**src/rtl/pcSeqPkg.sv**
```systemverilog
package pcSeqPkg;
  typedef enum logic [3:0] {
    OP_STEP    = 4'd0,
    OP_JUMP    = 4'd1,
    OP_CALL    = 4'd2,
    OP_RET     = 4'd3,
    OP_RETI    = 4'd4,
    OP_IRQ     = 4'd5,
    OP_ADDL    = 4'd6,
    OP_SUBL    = 4'd7,
    OP_WRL     = 4'd8,
    OP_SAVE    = 4'd9,
    OP_RESTORE = 4'd10,
    OP_HOLD    = 4'd11
  } seqOp_e;

  typedef enum logic [2:0] {
    SEL_HOLD, SEL_INC, SEL_TARGET, SEL_POP,
    SEL_VEC, SEL_ADD, SEL_SUB, SEL_WRL
  } pcSel_e;

  typedef struct packed {
    pcSel_e pcSel;
    logic   pushEn;
    logic   pushCur;   // push current address instead of address + 1
    logic   saveEn;
  } seqStrobe_t;
endpackage

```
**src/rtl/pcSeqCtrl.sv**
```systemverilog
module pcSeqCtrl
  import pcSeqPkg::*;
#(
  parameter int DEPTH = 4,
  localparam int SP_W  = $clog2(DEPTH),
  localparam int CNT_W = $clog2(DEPTH + 1)
) (
  input  logic             clk,
  input  logic             rstN,
  input  logic [3:0]       op,
  input  logic [1:0]       rstCause,
  output seqStrobe_t       strobe,
  output logic [SP_W-1:0]  wrIdx,
  output logic [SP_W-1:0]  rdIdx,
  output logic [CNT_W-1:0] depthQ,
  output logic             ovfQ,
  output logic             unfQ,
  output logic             gieQ,
  output logic             restoreQ,
  output logic [1:0]       causeQ
);
  seqOp_e          opE;
  logic [SP_W-1:0] topPtr;
  logic            doPop;
  logic            isReturn;
  logic            stackFull;
  logic            stackEmpty;

  assign opE        = seqOp_e'(op);
  assign wrIdx      = topPtr + SP_W'(1);
  assign rdIdx      = topPtr;
  assign stackFull  = (depthQ == CNT_W'(DEPTH));
  assign stackEmpty = (depthQ == '0);
  assign isReturn   = (opE == OP_RET) || (opE == OP_RETI);

  always_comb begin
    strobe = '{pcSel: SEL_HOLD, pushEn: 1'b0, pushCur: 1'b0, saveEn: 1'b0};
    doPop  = 1'b0;
    case (opE)
      OP_STEP:    strobe.pcSel = SEL_INC;
      OP_JUMP:    strobe.pcSel = SEL_TARGET;
      OP_CALL: begin
        strobe.pcSel  = SEL_TARGET;
        strobe.pushEn = 1'b1;
      end
      OP_RET, OP_RETI: begin
        if (stackEmpty) strobe.pcSel = SEL_INC;
        else begin
          strobe.pcSel = SEL_POP;
          doPop        = 1'b1;
        end
      end
      OP_IRQ: begin
        strobe.pcSel   = SEL_VEC;
        strobe.pushEn  = 1'b1;
        strobe.pushCur = 1'b1;
      end
      OP_ADDL:    strobe.pcSel = SEL_ADD;
      OP_SUBL:    strobe.pcSel = SEL_SUB;
      OP_WRL:     strobe.pcSel = SEL_WRL;
      OP_SAVE: begin
        strobe.pcSel  = SEL_INC;
        strobe.saveEn = 1'b1;
      end
      OP_RESTORE: strobe.pcSel = SEL_INC;
      default:    strobe.pcSel = SEL_HOLD;
    endcase
  end

  always_ff @(posedge clk) begin
    if (!rstN) begin
      topPtr   <= '0;
      depthQ   <= '0;
      ovfQ     <= 1'b0;
      unfQ     <= 1'b0;
      gieQ     <= 1'b0;
      restoreQ <= 1'b0;
      case (rstCause)
        2'd1:    causeQ <= 2'b00;
        2'd2:    causeQ <= 2'b11;
        default: causeQ <= 2'b10;
      endcase
    end else begin
      gieQ     <= (opE == OP_RETI);
      restoreQ <= (opE == OP_RESTORE);
      if (strobe.pushEn) begin
        topPtr <= wrIdx;
        if (stackFull) ovfQ <= 1'b1;
        else           depthQ <= depthQ + CNT_W'(1);
      end
      if (doPop) begin
        topPtr <= topPtr - SP_W'(1);
        depthQ <= depthQ - CNT_W'(1);
      end
      if (isReturn && stackEmpty) unfQ <= 1'b1;
    end
  end
endmodule

```
**src/rtl/pcSeqPath.sv**
```systemverilog
module pcSeqPath
  import pcSeqPkg::*;
#(
  parameter int PC_W    = 10,
  parameter int DEPTH   = 4,
  parameter int DATA_W  = 8,
  parameter int FLAG_W  = 6,
  parameter int IRQ_VEC = 8,
  localparam int SP_W   = $clog2(DEPTH),
  localparam int HI_W   = PC_W - DATA_W
) (
  input  logic              clk,
  input  logic              rstN,
  input  seqStrobe_t        strobe,
  input  logic [SP_W-1:0]   wrIdx,
  input  logic [SP_W-1:0]   rdIdx,
  input  logic [PC_W-1:0]   target,
  input  logic [DATA_W-1:0] accIn,
  input  logic [FLAG_W-1:0] flagsIn,
  output logic [PC_W-1:0]   pcQ,
  output logic [DATA_W-1:0] shadowAcc,
  output logic [FLAG_W-1:0] shadowFlags
);
  logic [PC_W-1:0]   stackMem [DEPTH];
  logic [PC_W-1:0]   pcNext;
  logic [PC_W-1:0]   pcInc;
  logic [PC_W-1:0]   pushVal;
  logic [HI_W-1:0]   hiPart;
  logic [DATA_W:0]   lowSum;
  logic [DATA_W-1:0] lowDiff;

  assign pcInc   = pcQ + PC_W'(1);
  assign pushVal = strobe.pushCur ? pcQ : pcInc;
  assign hiPart  = pcQ[PC_W-1:DATA_W];
  assign lowSum  = {1'b0, pcQ[DATA_W-1:0]} + {1'b0, accIn};
  assign lowDiff = pcQ[DATA_W-1:0] - accIn;

  for (genvar g = 0; g < DEPTH; g++) begin : g_entry
    always_ff @(posedge clk) begin
      if (strobe.pushEn && (wrIdx == SP_W'(g))) stackMem[g] <= pushVal;
    end
  end

  always_comb begin
    case (strobe.pcSel)
      SEL_INC:    pcNext = pcInc;
      SEL_TARGET: pcNext = target;
      SEL_POP:    pcNext = stackMem[rdIdx];
      SEL_VEC:    pcNext = PC_W'(IRQ_VEC);
      SEL_ADD:    pcNext = {hiPart + HI_W'(lowSum[DATA_W]), lowSum[DATA_W-1:0]};
      SEL_SUB:    pcNext = {hiPart, lowDiff};
      SEL_WRL:    pcNext = {hiPart, accIn};
      default:    pcNext = pcQ;
    endcase
  end

  always_ff @(posedge clk) begin
    if (!rstN) begin
      pcQ         <= '0;
      shadowAcc   <= '0;
      shadowFlags <= '0;
    end else begin
      pcQ <= pcNext;
      if (strobe.saveEn) begin
        shadowAcc   <= accIn;
        shadowFlags <= flagsIn;
      end
    end
  end
endmodule

```
**src/rtl/pcSequencer.sv**
```systemverilog
module pcSequencer
  import pcSeqPkg::*;
#(
  parameter int PC_W    = 10,
  parameter int DEPTH   = 4,
  parameter int DATA_W  = 8,
  parameter int IRQ_VEC = 8,
  localparam int FLAG_W = DATA_W - 2,
  localparam int SP_W   = $clog2(DEPTH),
  localparam int CNT_W  = $clog2(DEPTH + 1)
) (
  input  logic              clk,
  input  logic              rstN,
  input  logic [1:0]        rstCause,
  input  logic [3:0]        op,
  input  logic [PC_W-1:0]   target,
  input  logic [DATA_W-1:0] accIn,
  input  logic [FLAG_W-1:0] aluFlags,
  output logic [PC_W-1:0]   fetchAddr,
  output logic [CNT_W-1:0]  stackDepth,
  output logic              stackOvf,
  output logic              stackUnf,
  output logic              gieSet,
  output logic              restoreStrobe,
  output logic [DATA_W-1:0] restAcc,
  output logic [DATA_W-1:0] restFlags,
  output logic [1:0]        resetFlags
);
  seqStrobe_t        strobe;
  logic [SP_W-1:0]   wrIdx;
  logic [SP_W-1:0]   rdIdx;
  logic [FLAG_W-1:0] shadowFlags;

  pcSeqCtrl #(.DEPTH(DEPTH)) u_ctrl (
    .clk(clk), .rstN(rstN), .op(op), .rstCause(rstCause),
    .strobe(strobe), .wrIdx(wrIdx), .rdIdx(rdIdx),
    .depthQ(stackDepth), .ovfQ(stackOvf), .unfQ(stackUnf),
    .gieQ(gieSet), .restoreQ(restoreStrobe), .causeQ(resetFlags)
  );

  pcSeqPath #(
    .PC_W(PC_W), .DEPTH(DEPTH), .DATA_W(DATA_W),
    .FLAG_W(FLAG_W), .IRQ_VEC(IRQ_VEC)
  ) u_path (
    .clk(clk), .rstN(rstN), .strobe(strobe), .wrIdx(wrIdx), .rdIdx(rdIdx),
    .target(target), .accIn(accIn), .flagsIn(aluFlags),
    .pcQ(fetchAddr), .shadowAcc(restAcc), .shadowFlags(shadowFlags)
  );

  // reset-cause bits sit above the saved flags and always show live state
  assign restFlags = {resetFlags, shadowFlags};
endmodule

```
**config.mk**
```make
export PLATFORM = sky130hd
export DESIGN_NAME = pcSequencer
export DESIGN_NICKNAME = d
export VERILOG_FILES = /design/src/rtl/pcSeqPkg.sv /design/src/rtl/pcSeqCtrl.sv /design/src/rtl/pcSeqPath.sv /design/src/rtl/pcSequencer.sv
export SDC_FILE = /design/constraint.sdc
export NUM_CORES = 1
export LEC_CHECK = 0
export ABC_CLOCK_PERIOD_IN_PS = 2450
export CAP_MARGIN = 20
export CORE_MARGIN = 5
export CORE_UTILIZATION = 50
export CTS_CLUSTER_SIZE = 10
export DETAILED_ROUTE_END_ITERATION = 10
export GPL_TIMING_DRIVEN = 0
export PLACE_DENSITY = 0.77
export SLEW_MARGIN = 20
export SYNTH_ARGS = -nofsm -noshare
export SYNTH_HDL_FRONTEND = slang
export SYNTH_SLANG_ARGS = --single-unit
```
**constraint.sdc**
```tcl
create_clock -name clk -period 2.45 [get_ports clk]
set_input_delay 0.49 -clock clk [delete_from_list [all_inputs] [get_ports clk]]
set_output_delay 0.49 -clock clk [all_outputs]
set_load 0.05 [all_outputs]
```
### After elaboration in Yosys (flattened, before gate mapping)

Memory sizes are Yosys's and may differ from the RTL's. A register that Yosys moved wholly into a read port is not among the register bits.
Cells that the tools add are included.

| storage, ports and cells | value |
|---|---|
| register bits | 35 |
| RAM bits | 40 |
| input port bits | 32 |
| output and inout bits | 35 |
| logic and storage cells | 102 |
| memories kept | 1 |

Memory list:

| memory | depth | bits a word | rd ports | clocked after Yosys merged registers in | wr ports | RTL line | RTL |
|---|---|---|---|---|---|---|---|
| u_path.stackMem | 4 | 10 | 1 | 1 | 1 | pcSeqPath.sv:24 | `logic [PC_W-1:0] stackMem [DEPTH];` |

| operators by class | value |
|---|---|
| add/subtract/negate cells | 8 |
| equal/unequal tests | 24 |
| mux-type cells | 34 |
| bitwise gates (word level) | 2 |
| reduce and logical (&&, ||, !) cells | 22 |

Operators with widths:

| operator | number |
|---|---|
| one-hot mux 10 bit (7 select lines) | 1 |
| 2-to-1 mux 10 bit | 4 |
| OR reduction 10 bit | 3 |
| one-hot mux 3 bit (7 select lines) | 1 |
| == test 4 x 3 -> 1 bit (second input constant) | 4 |
| 2-to-1 mux 1 bit | 16 |
| 2-to-1 mux 2 bit | 8 |
| == test 3 bit (second input constant) | 5 |
| == test 4 bit (second input constant) | 3 |
| adder 10 x 1 -> 10 bit (second input constant) | 1 |
| adder 8 x 8 -> 9 bit | 1 |
| 2-to-1 mux 3 bit | 3 |
| == test 4 x 2 -> 1 bit (second input constant) | 2 |
| subtractor 8 bit | 1 |
| nonzero test 7 bit | 1 |
| == test 2 bit (second input constant) | 3 |
| == test 3 x 2 -> 1 bit (second input constant) | 2 |
| OR reduction 2 bit | 3 |
| logical AND 1 bit | 5 |
| nonzero test 5 bit | 1 |
| == test 2 x 1 -> 1 bit (second input constant) | 2 |
| == test 4 x 1 -> 1 bit (second input constant) | 1 |
| zero test 4 bit | 1 |
| one-hot mux 2 bit (2 select lines) | 1 |
| 15 further kinds | 17 |

### Depth between registers and ports, before layout

Gate-level depths: netlist (run 1).

| depth | value |
|---|---|
| depth in word-level cells | 10 |
| depth in mapped cells | 15 |
| depth with buffers taken out | 15 |

### Hierarchy

A second synthesis (run 1) with hierarchy kept.

| second synthesis, totals | value |
|---|---|
| cell total of the unflattened synthesis | 436 |
| area, all modules | 4478.0 um^2 |

Modules (own cells, without submodules):

| module | instances | cells an instance | area each (um^2) | seq. area each (um^2) |
|---|---|---|---|---|
| pcSeqPath | 1 | 352 | 3752.3 | 1681.6 |
| pcSeqCtrl | 1 | 82 | 710.7 | 240.2 |
| pcSequencer | 1 | 2 | 15.0 | 0.0 |

### Least setup slack after synthesis (run 1)

No wires, ideal clock.

| timing | value |
|---|---|
| kind | flip-flop to flip-flop |
| from | register u_path.pcQ[0] |
| to | register u_path.pcQ[8] |
| library setup time | 124 ps |
| arrival time | 2831 ps |
| required time | 2326 ps |
| slack | -505 ps |
| cell stages (with the launch flop) | 15 |
| path buffers | 0 |
| period minus slack after synthesis | 2955 ps |
| path through | dfxtp_1 ha_1 inv_1 fa_1 o21bai_1 a21oi_1 o21bai_1 a21oi_1 o21bai_1 a21o_1 ha_1 a221oi_1 a21oi_1 a21oi_1 a31oi_1 |

| on the way | value |
|---|---|
| word-level cells in the longest chain between the ends | 3 |
| elaborated cells between the ends (all ways) | 4 |
| classes of those cells | add/sub (3); mux (1) |

Ends and longest elaborated chain:

| what | RTL line | RTL |
|---|---|---|
| from (decl) | pcSeqPath.sv:20 | `output logic [PC_W-1:0] pcQ,` |
| from (signal assigned) | pcSeqPath.sv:63 | `pcQ <= pcNext;` |
| adder 8 x 8 -> 9 bit | pcSeqPath.sv:35 | `assign lowSum = {1'b0, pcQ[DATA_W-1:0]} + {1'b0, accIn};` |
| adder 2 x 1 -> 2 bit | pcSeqPath.sv:50 | `SEL_ADD: pcNext = {hiPart + HI_W'(lowSum[DATA_W]), lowSum[DATA_W-1:0]};` |
| one-hot mux 10 bit (7 select lines) * | pcSeqPath.sv:45 | `case (strobe.pcSel)` |

Mark *: on every way between the ends. The rest lies on a longest branch, timed or not.
A chain may end at the register's enable or synchronous reset.

### Worst setup path in the final report (run 1)

| timing | value |
|---|---|
| from | input port accIn[6] |
| to | register u_path.pcQ[9] |

| on the way | value |
|---|---|
| word-level cells in the longest chain between the ends | 3 |

Ends and longest elaborated chain:

| what | RTL line | RTL |
|---|---|---|
| from (decl) | pcSequencer.sv:17 | `input logic [DATA_W-1:0] accIn,` |
| adder 8 x 8 -> 9 bit | pcSeqPath.sv:35 |  |
| adder 2 x 1 -> 2 bit | pcSeqPath.sv:50 |  |
| one-hot mux 10 bit (7 select lines) | pcSeqPath.sv:45 |  |

No other way between the ends.

==> impl_metrics.json, run 1 <==
{
  "status": "finished, violations left",
  "failed_checks": "setup timing",
  "viasPerCell": 6.06,
  "cts.clk_slew.worst_paths_ns": 0.09,
  "die_area_um2": 11200,
  "setup_violations": 2,
  "cts_made_buffers": 9,
  "wl_per_cell_um": 19.6,
  "final_cell_mix": "58 x nand2_1, 55 x clkdlybuf4s50_1, 42 x edfxtp_1, 38 x a21oi_1, 29 x dfxtp_1",
  "dr.pass1.iters": 5,
  "cp_max_fo": 8,
  "synth_cell_type_count": 66,
  "root_buffer": "clkbuf_8",
  "reg2reg_depth": 14,
  "drc": 0,
  "r2r_end": "u_path.pcQ[9]",
  "fin_nets": 617,
  "top_layer": "met4",
  "end_kind": "register",
  "numPortBuffers": 64,
  "ys.flop_type": "edfxtp_1",
  "syn-instance-count": 477,
  "clockPowerShare": 0.295,
  "setup_tns_ns": -0.143,
  "initial_core_util": 0.505,
  "wl_met2_um": 6570,
  "via_count": 4103,
  "clk_latency_ns": 0.35,
  "power_leakage_nw": 2.04,
  "arrival_ns": 2.79,
  "synth_area_leaders": "edfxtp_1 27%, dfxtp_1 15%, ha_1 5.7%, mux4_2 4.9%, nand2_1 4.8%",
  "drv_slew": 0,
  "p_total_mw": 3.32,
  "synth_top_area_frac": 0.274,
  "p_sw_mw": 1.07,
  "clock_sinks": 77,
  "yosys_warnings": 0,
  "final.fill_count": 748,
  "yosysTopAreaCell": "edfxtp_1",
  "htreeDepth": 3,
  "gp_congestion": 0.987,
  "overflow": 0,
  "worstMarginPinSlew_ns": 0.688,
  "synth_area_um2": 4600,
  "dieHeight_um": 106,
  "rows": 35,
  "fin_crit_ns": 2.55,
  "die_x_um": 106,
  "worstPathRequired_ns": 2.69,
  "worst_clock_skew_ns": 0.0112,
  "fin_area_um2": 5800,
  "maxSlewHeadroom": 0.535,
  "place_inst": 652,
  "layout_commonest_cell": "nand2_1",
  "min_from": "accIn[2]",
  "comb_power_share": 0.263,
  "grt_pass1_wl_um": 20800,
  "critPathLaunchType": "input pin",
  "min_path_cells": 3,
  "drive_gt1_frac": 0.170,
  "min_to": "u_path.shadowAcc[2]",
  "rr_startpoint": "u_path.pcQ[2]",
  "crit_type": "in -> reg",
  "wl_met3_um": 908,
  "finalHoldViolations": 0,
  "wl_met1_um": 5470,
  "synth-seq-cells": 77,
  "hp-class": "in -> reg",
  "power-per-cell-area_nw_per_um2": 573,
  "syn_area_per_cell_um2": 9.64,
  "grt_setup_unrepaired": "yes",
  "synth_edf_count": 42,
  "coreArea_um2": 9110,
  "dpl_cell_area_um2": 5430,
  "finalCritPeriodShare": 1.04,
  "p_int_mw": 2.25,
  "ff2ff_setup_slack_ns": -0.04,
  "antenna_found_initial": 0,
  "synth_nets": 533,
  "antenna_cells": 0,
  "grtUsageTotal": 0.237,
  "drt_iter0_drc": 238,
  "seq_power_share": 0.443,
  "grt_max_degree": 15,
  "fin_cells": 677,
  "num_io_pins": 67,
  "async_flop_share": 0,
  "hold_slack_ns": 0.434,
  "wl_um": 13300,
  "grt_pass1_vias": 4032,
  "drv_cap": 0,
  "max_freq_mhz": 392,
  "cts_tree": "built",
  "ir_drop_mv": 0.286,
  "areaGrowthSynthToFinish_pct": 26.1,
  "postRouteAntennaNets": 0,
  "layout_setup_ws_ns": -0.0999,
  "clock_path_buffers": 2,
  "dp_hpwl_um": 9740,
  "synth_seq_area_share": 0.427,
  "swShare": 0.323
}
==> area by class of cell <==
type / instances / area [um^2] / area share
buffer: 25 / 144 / 0.0248
inverter: 25 / 97.6 / 0.0168
clock inverter: 6 / 71.3 / 0.0123
tap: 111 / 139 / 0.0240
clock buffer: 10 / 128 / 0.0220
sequential: 77 / 1980 / 0.341
multi-input combinational: 348 / 2530 / 0.436
timing repair buffer: 75 / 713 / 0.123
==> cell families after synthesis <==
logic type | share of synthesized area
AO/OA/AOI/OAI | 0.183
XOR/XNOR | 0.0324
adder cells (fa/ha/maj) | 0.0702
buffers and inverters | 0.0503
flip-flops | 0.427
multiplexers | 0.0514
AND/OR/NAND/NOR | 0.186
==> sequential cells by signal, indices dropped and copies added (netlist names), named ones only <==
name,count
u_path.stackMem,40
u_ctrl.unfQ,1
u_ctrl.gieQ,1
u_path.shadowAcc,8
u_ctrl.rdIdx,2
u_ctrl.restoreQ,1
u_path.pcQ,10
u_ctrl.depthQ,3
u_ctrl.ovfQ,1
u_ctrl.causeQ,2
u_path.shadowFlags,6
==> power by group through the flow <==
stage          combinational, mW  clock (mW)  sequential (mW)
2_1_floorplan              0.447           0             1.59
3_3_place_gp               0.780           0             1.50
3_5_place_dp               0.798           0             1.51
4_1_cts                    0.836       0.999             1.47
5_1_grt                    0.934        1.04             1.47
6_report                   0.873       0.978             1.47
==> how the worst max path moves through the flow <==
stage                              from             to  slack [ns]  depth (start not counted)
after floorplan                accIn[2]  u_path.pcQ[9]        -0.1                         15
after global placement         accIn[1]  u_path.pcQ[8]       -1.02                         14
after detailed placement       accIn[1]  u_path.pcQ[9]       -1.05                         15
after CTS                 u_path.pcQ[0]  u_path.pcQ[9]       -0.14                         15
after global routing      u_path.pcQ[0]  u_path.pcQ[9]       -0.21                         15
final                          accIn[6]  u_path.pcQ[9]        -0.1                         11
==> timing repair <==
action                                  CTS  global route
gates cloned                              0             0
pin swaps                                 6             6
gates resized for setup                  31            18
hold buffers                              0             0
setup buffers                             8             3
endpoints found under the setup margin   49            86
==> synthesized netlist by cell type (all sizes together) (6+ instances only) <==
master	n
nand2	59
a21oi	42
edfxtp	42
dfxtp	35
nor2	25
inv	24
o21ai	22
ha	21
nand3	17
buf	16
nor3	15
nor2b	12
xnor2	12
clkbuf	11
a211oi	10
mux4	10
nand2b	10
and2	8
a31oi	6
or3	6
==> metal layers <==
layer  GRT usage  vias up
met5           0        -
met4      0.0925        0
met3      0.0492       27
met2       0.399      157
met1       0.298     2001
li1            -     1918
==> metrics by stage <==
stage                util  setup slack, ns
floorplan               -          -0.0991
global placement    0.596            -1.02
detailed placement  0.596            -1.05
CTS                 0.626           -0.137
global route        0.637           -0.215
finish              0.637          -0.0999
==> worst max-delay path, stage by stage <==
cell,delay [ns]
clkdlybuf4s50_1,0.61
inv_1,0.08
ha_1,0.43
o21bai_1,0.12
a21o_1,0.18
ha_1,0.18
xor2_1,0.15
a221oi_2,0.24
a21oi_1,0.09
a21oi_1,0.13
a31oi_1,0.09
Note: power is estimated with default switching activity, not from simulation.
==> inputs of run 2 (changes only) <==
--- a/config.mk
+++ b/config.mk
@@ -6,7 +6,6 @@
 export NUM_CORES = 1
 export LEC_CHECK = 0
 export ABC_CLOCK_PERIOD_IN_PS = 2450
-export CAP_MARGIN = 20
 export CORE_MARGIN = 5
 export CORE_UTILIZATION = 50
 export CTS_CLUSTER_SIZE = 10
==> results of run 2 <==
No change in the layout: final DEF, timing and power equal those of run 1.
==> inputs of run 3 (changes only) <==
--- a/config.mk
+++ b/config.mk
@@ -6,8 +6,10 @@
 export NUM_CORES = 1
 export LEC_CHECK = 0
 export ABC_CLOCK_PERIOD_IN_PS = 2450
+export CORE_ASPECT_RATIO = 0.5
 export CORE_MARGIN = 5
 export CORE_UTILIZATION = 50
+export CTS_CLUSTER_DIAMETER = 30
 export CTS_CLUSTER_SIZE = 10
 export DETAILED_ROUTE_END_ITERATION = 10
 export GPL_TIMING_DRIVEN = 0
==> run 3 against run 2 <==
Critical path depth increased by 3. Setup slack worse by 0.049 ns. Via count rose by 1.1%. Count of clock-buffer cells in the layout down 1. Worst hold slack got worse by 0.0033 ns. Sequential cell count did not move. Sequential share of layout area is 0.50 points lower. Clock skew shrank 0.00053 ns. First-iteration DRC count is 97% higher. Sequential power about the same. The flow still finishes with violations (setup timing). Register-to-register slack got worse by 0.11 ns.
==> impl_metrics.json, run 3 (synthesized netlist as in run 1, its figures left out) <==
{
  "multi_input_area_um2": 2500,
  "cts_tree": "built",
  "overflow": 0,
  "layout_commonest_cell": "nand2_1",
  "gp_congestion": 0.948,
  "initial_core_util": 0.521,
  "setup_tns_ns": -0.276,
  "dp_hpwl_um": 9530,
  "failed_checks": "setup timing",
  "reg.largest.list": "u_path.stackMem (40), u_path.pcQ (10), u_path.shadowAcc (8)",
  "wl_met3_um": 1380,
  "end_kind": "register",
  "drv_slew": 0,
  "drt_iter0_drc": 469,
  "wl_met2_um": 5870,
  "dr.pass1.iters": 5,
  "drive_gt1_frac": 0.168,
  "setup_violations": 2,
  "worst_clock_skew_ns": 0.0107,
  "clock_sinks": 77,
  "comb_power_share": 0.238,
  "die_x_um": 146,
  "maxSlewHeadroom": 0.559,
  "status": "finished, violations left",
  "largest_reg_flops": 40,
  "numPortBuffers": 64,
  "final.fill_count": 716,
  "hp-class": "in -> reg",
  "grt_setup_unrepaired": "yes",
  "power_leakage_nw": 2.08,
  "crit_type": "reg -> reg",
  "grtUsageTotal": 0.233,
  "drv_cap": 0,
  "antenna_cells": 0,
  "rows": 24,
  "wl_per_cell_um": 19.1,
  "fin_crit_ns": 2.60,
  "p_int_mw": 2.49,
  "via_count": 4150,
  "hold_buffers": 0,
  "seq_area_um2": 1980,
  "viasPerCell": 6.07,
  "dieHeight_um": 77.8,
  "swShare": 0.321,
  "htreeDepth": 3,
  "seq_power_share": 0.400,
  "power-per-cell-area_nw_per_um2": 624,
  "num_io_pins": 67,
  "final_cell_mix": "58 x nand2_1, 55 x clkdlybuf4s50_1, 42 x edfxtp_1, 38 x a21oi_1, 29 x dfxtp_1",
  "clockPowerShare": 0.362,
  "areaGrowthSynthToFinish_pct": 27.9,
  "wl_um": 13100,
  "grt_pass1_wl_um": 21000,
  "arrival_ns": 2.83,
  "postRouteAntennaNets": 0,
  "root_buffer": "clkbuf_16",
  "clk_latency_ns": 0.35,
  "drc": 0,
  "top_register": "u_path.stackMem",
  "grt_max_degree": 18,
  "finalCritPeriodShare": 1.06,
  "top_layer": "met4",
  "finalHoldViolations": 0,
  "clock_path_buffers": 2,
  "worstPathRequired_ns": 2.68,
  "cts_made_buffers": 9,
  "cp_max_fo": 2,
  "p_sw_mw": 1.18,
  "p_total_mw": 3.67,
  "critPathLaunchType": "register",
  "cts.clk_slew.worst_paths_ns": 0.07,
  "fin_nets": 618,
  "layout_setup_ws_ns": -0.149,
  "coreArea_um2": 8830,
  "grt_pass1_vias": 3988,
  "wl_met1_um": 5590,
  "die_area_um2": 11300,
  "worstMarginPinSlew_ns": 0.661,
  "max_freq_mhz": 385,
  "antenna_found_initial": 0,
  "ir_drop_mv": 0.393
}
## run 3: final timing paths
| check | start | end | slack, ns | cells after the start |
|---|---|---|---|---|
| worst min-delay path | accIn[2] | u_path.shadowAcc[2] | 0.43 | 3 |
| worst max-delay path | u_path.pcQ[0] | u_path.pcQ[8] | -0.15 | 14 |
| worst max register to register | u_path.pcQ[0] | u_path.pcQ[8] | -0.15 | 14 |
| worst min register to register | u_path.shadowFlags[0] | u_path.shadowFlags[0] | 0.45 | 2 |
## run 3: layout make-up
type,instances,area share
plain buffers,25,0.0240
multi-input cells,348,0.426
well taps,117,0.0249
clock inverters,7,0.0134
clock buffers,9,0.0383
flip-flops and latches,77,0.336
repair buffers,76,0.121
inverters,25,0.0166
## run 3: critical path, stage by stage, from the launching register on
cell	delay [ns]
dfxtp_4	0.36
ha_4	0.13
inv_2	0.03
fa_2	0.37
o21bai_4	0.14
a21oi_2	0.08
o21bai_1	0.12
a21oi_1	0.08
o21bai_1	0.21
a21o_1	0.20
ha_4	0.21
a221oi_2	0.22
a21oi_1	0.10
a21oi_1	0.14
a31oi_1	0.09
## run 3: through the flow
stage / worst slack (ns) / cells / util / hold slack [ns] / instance area, um^2
after global routing: -0.277 / 684 / 0.667 / 0.424 / 5880
final: -0.149 / 684 / 0.667 / 0.430 / 5880
after global placement: -1.06 / 658 / 0.616 / 0.442 / 5440
after CTS: -0.179 / 680 / 0.659 / 0.452 / 5820
after floorplan: -0.0991 / 477 / - / 0.495 / 4650
after detailed placement: -1.09 / 658 / 0.616 / 0.446 / 5440
## run 3: repair_timing
action,4_1_cts,5_1_grt
pin swaps,8,9
endpoints found under the hold margin,0,0
setup buffers,8,4
setup endpoints to repair,30,76
gates resized for setup,29,18
## run 3: power by group through the flow
stage                     Clock [mW]  Combinational (mW)  Sequential, mW
after CTS                       1.35               0.845            1.47
after floorplan                    0               0.447            1.59
after global placement             0               0.794            1.50
after detailed placement           0               0.805            1.51
after global routing            1.42               0.942            1.48
final                           1.33               0.874            1.47
## run 3: routing by layer
metal  track usage  vias to the layer above
met4        0.0708                        0
li1              -                     1925
met2         0.368                      218
met1         0.313                     1975
met3        0.0710                       32
met5             0                        -
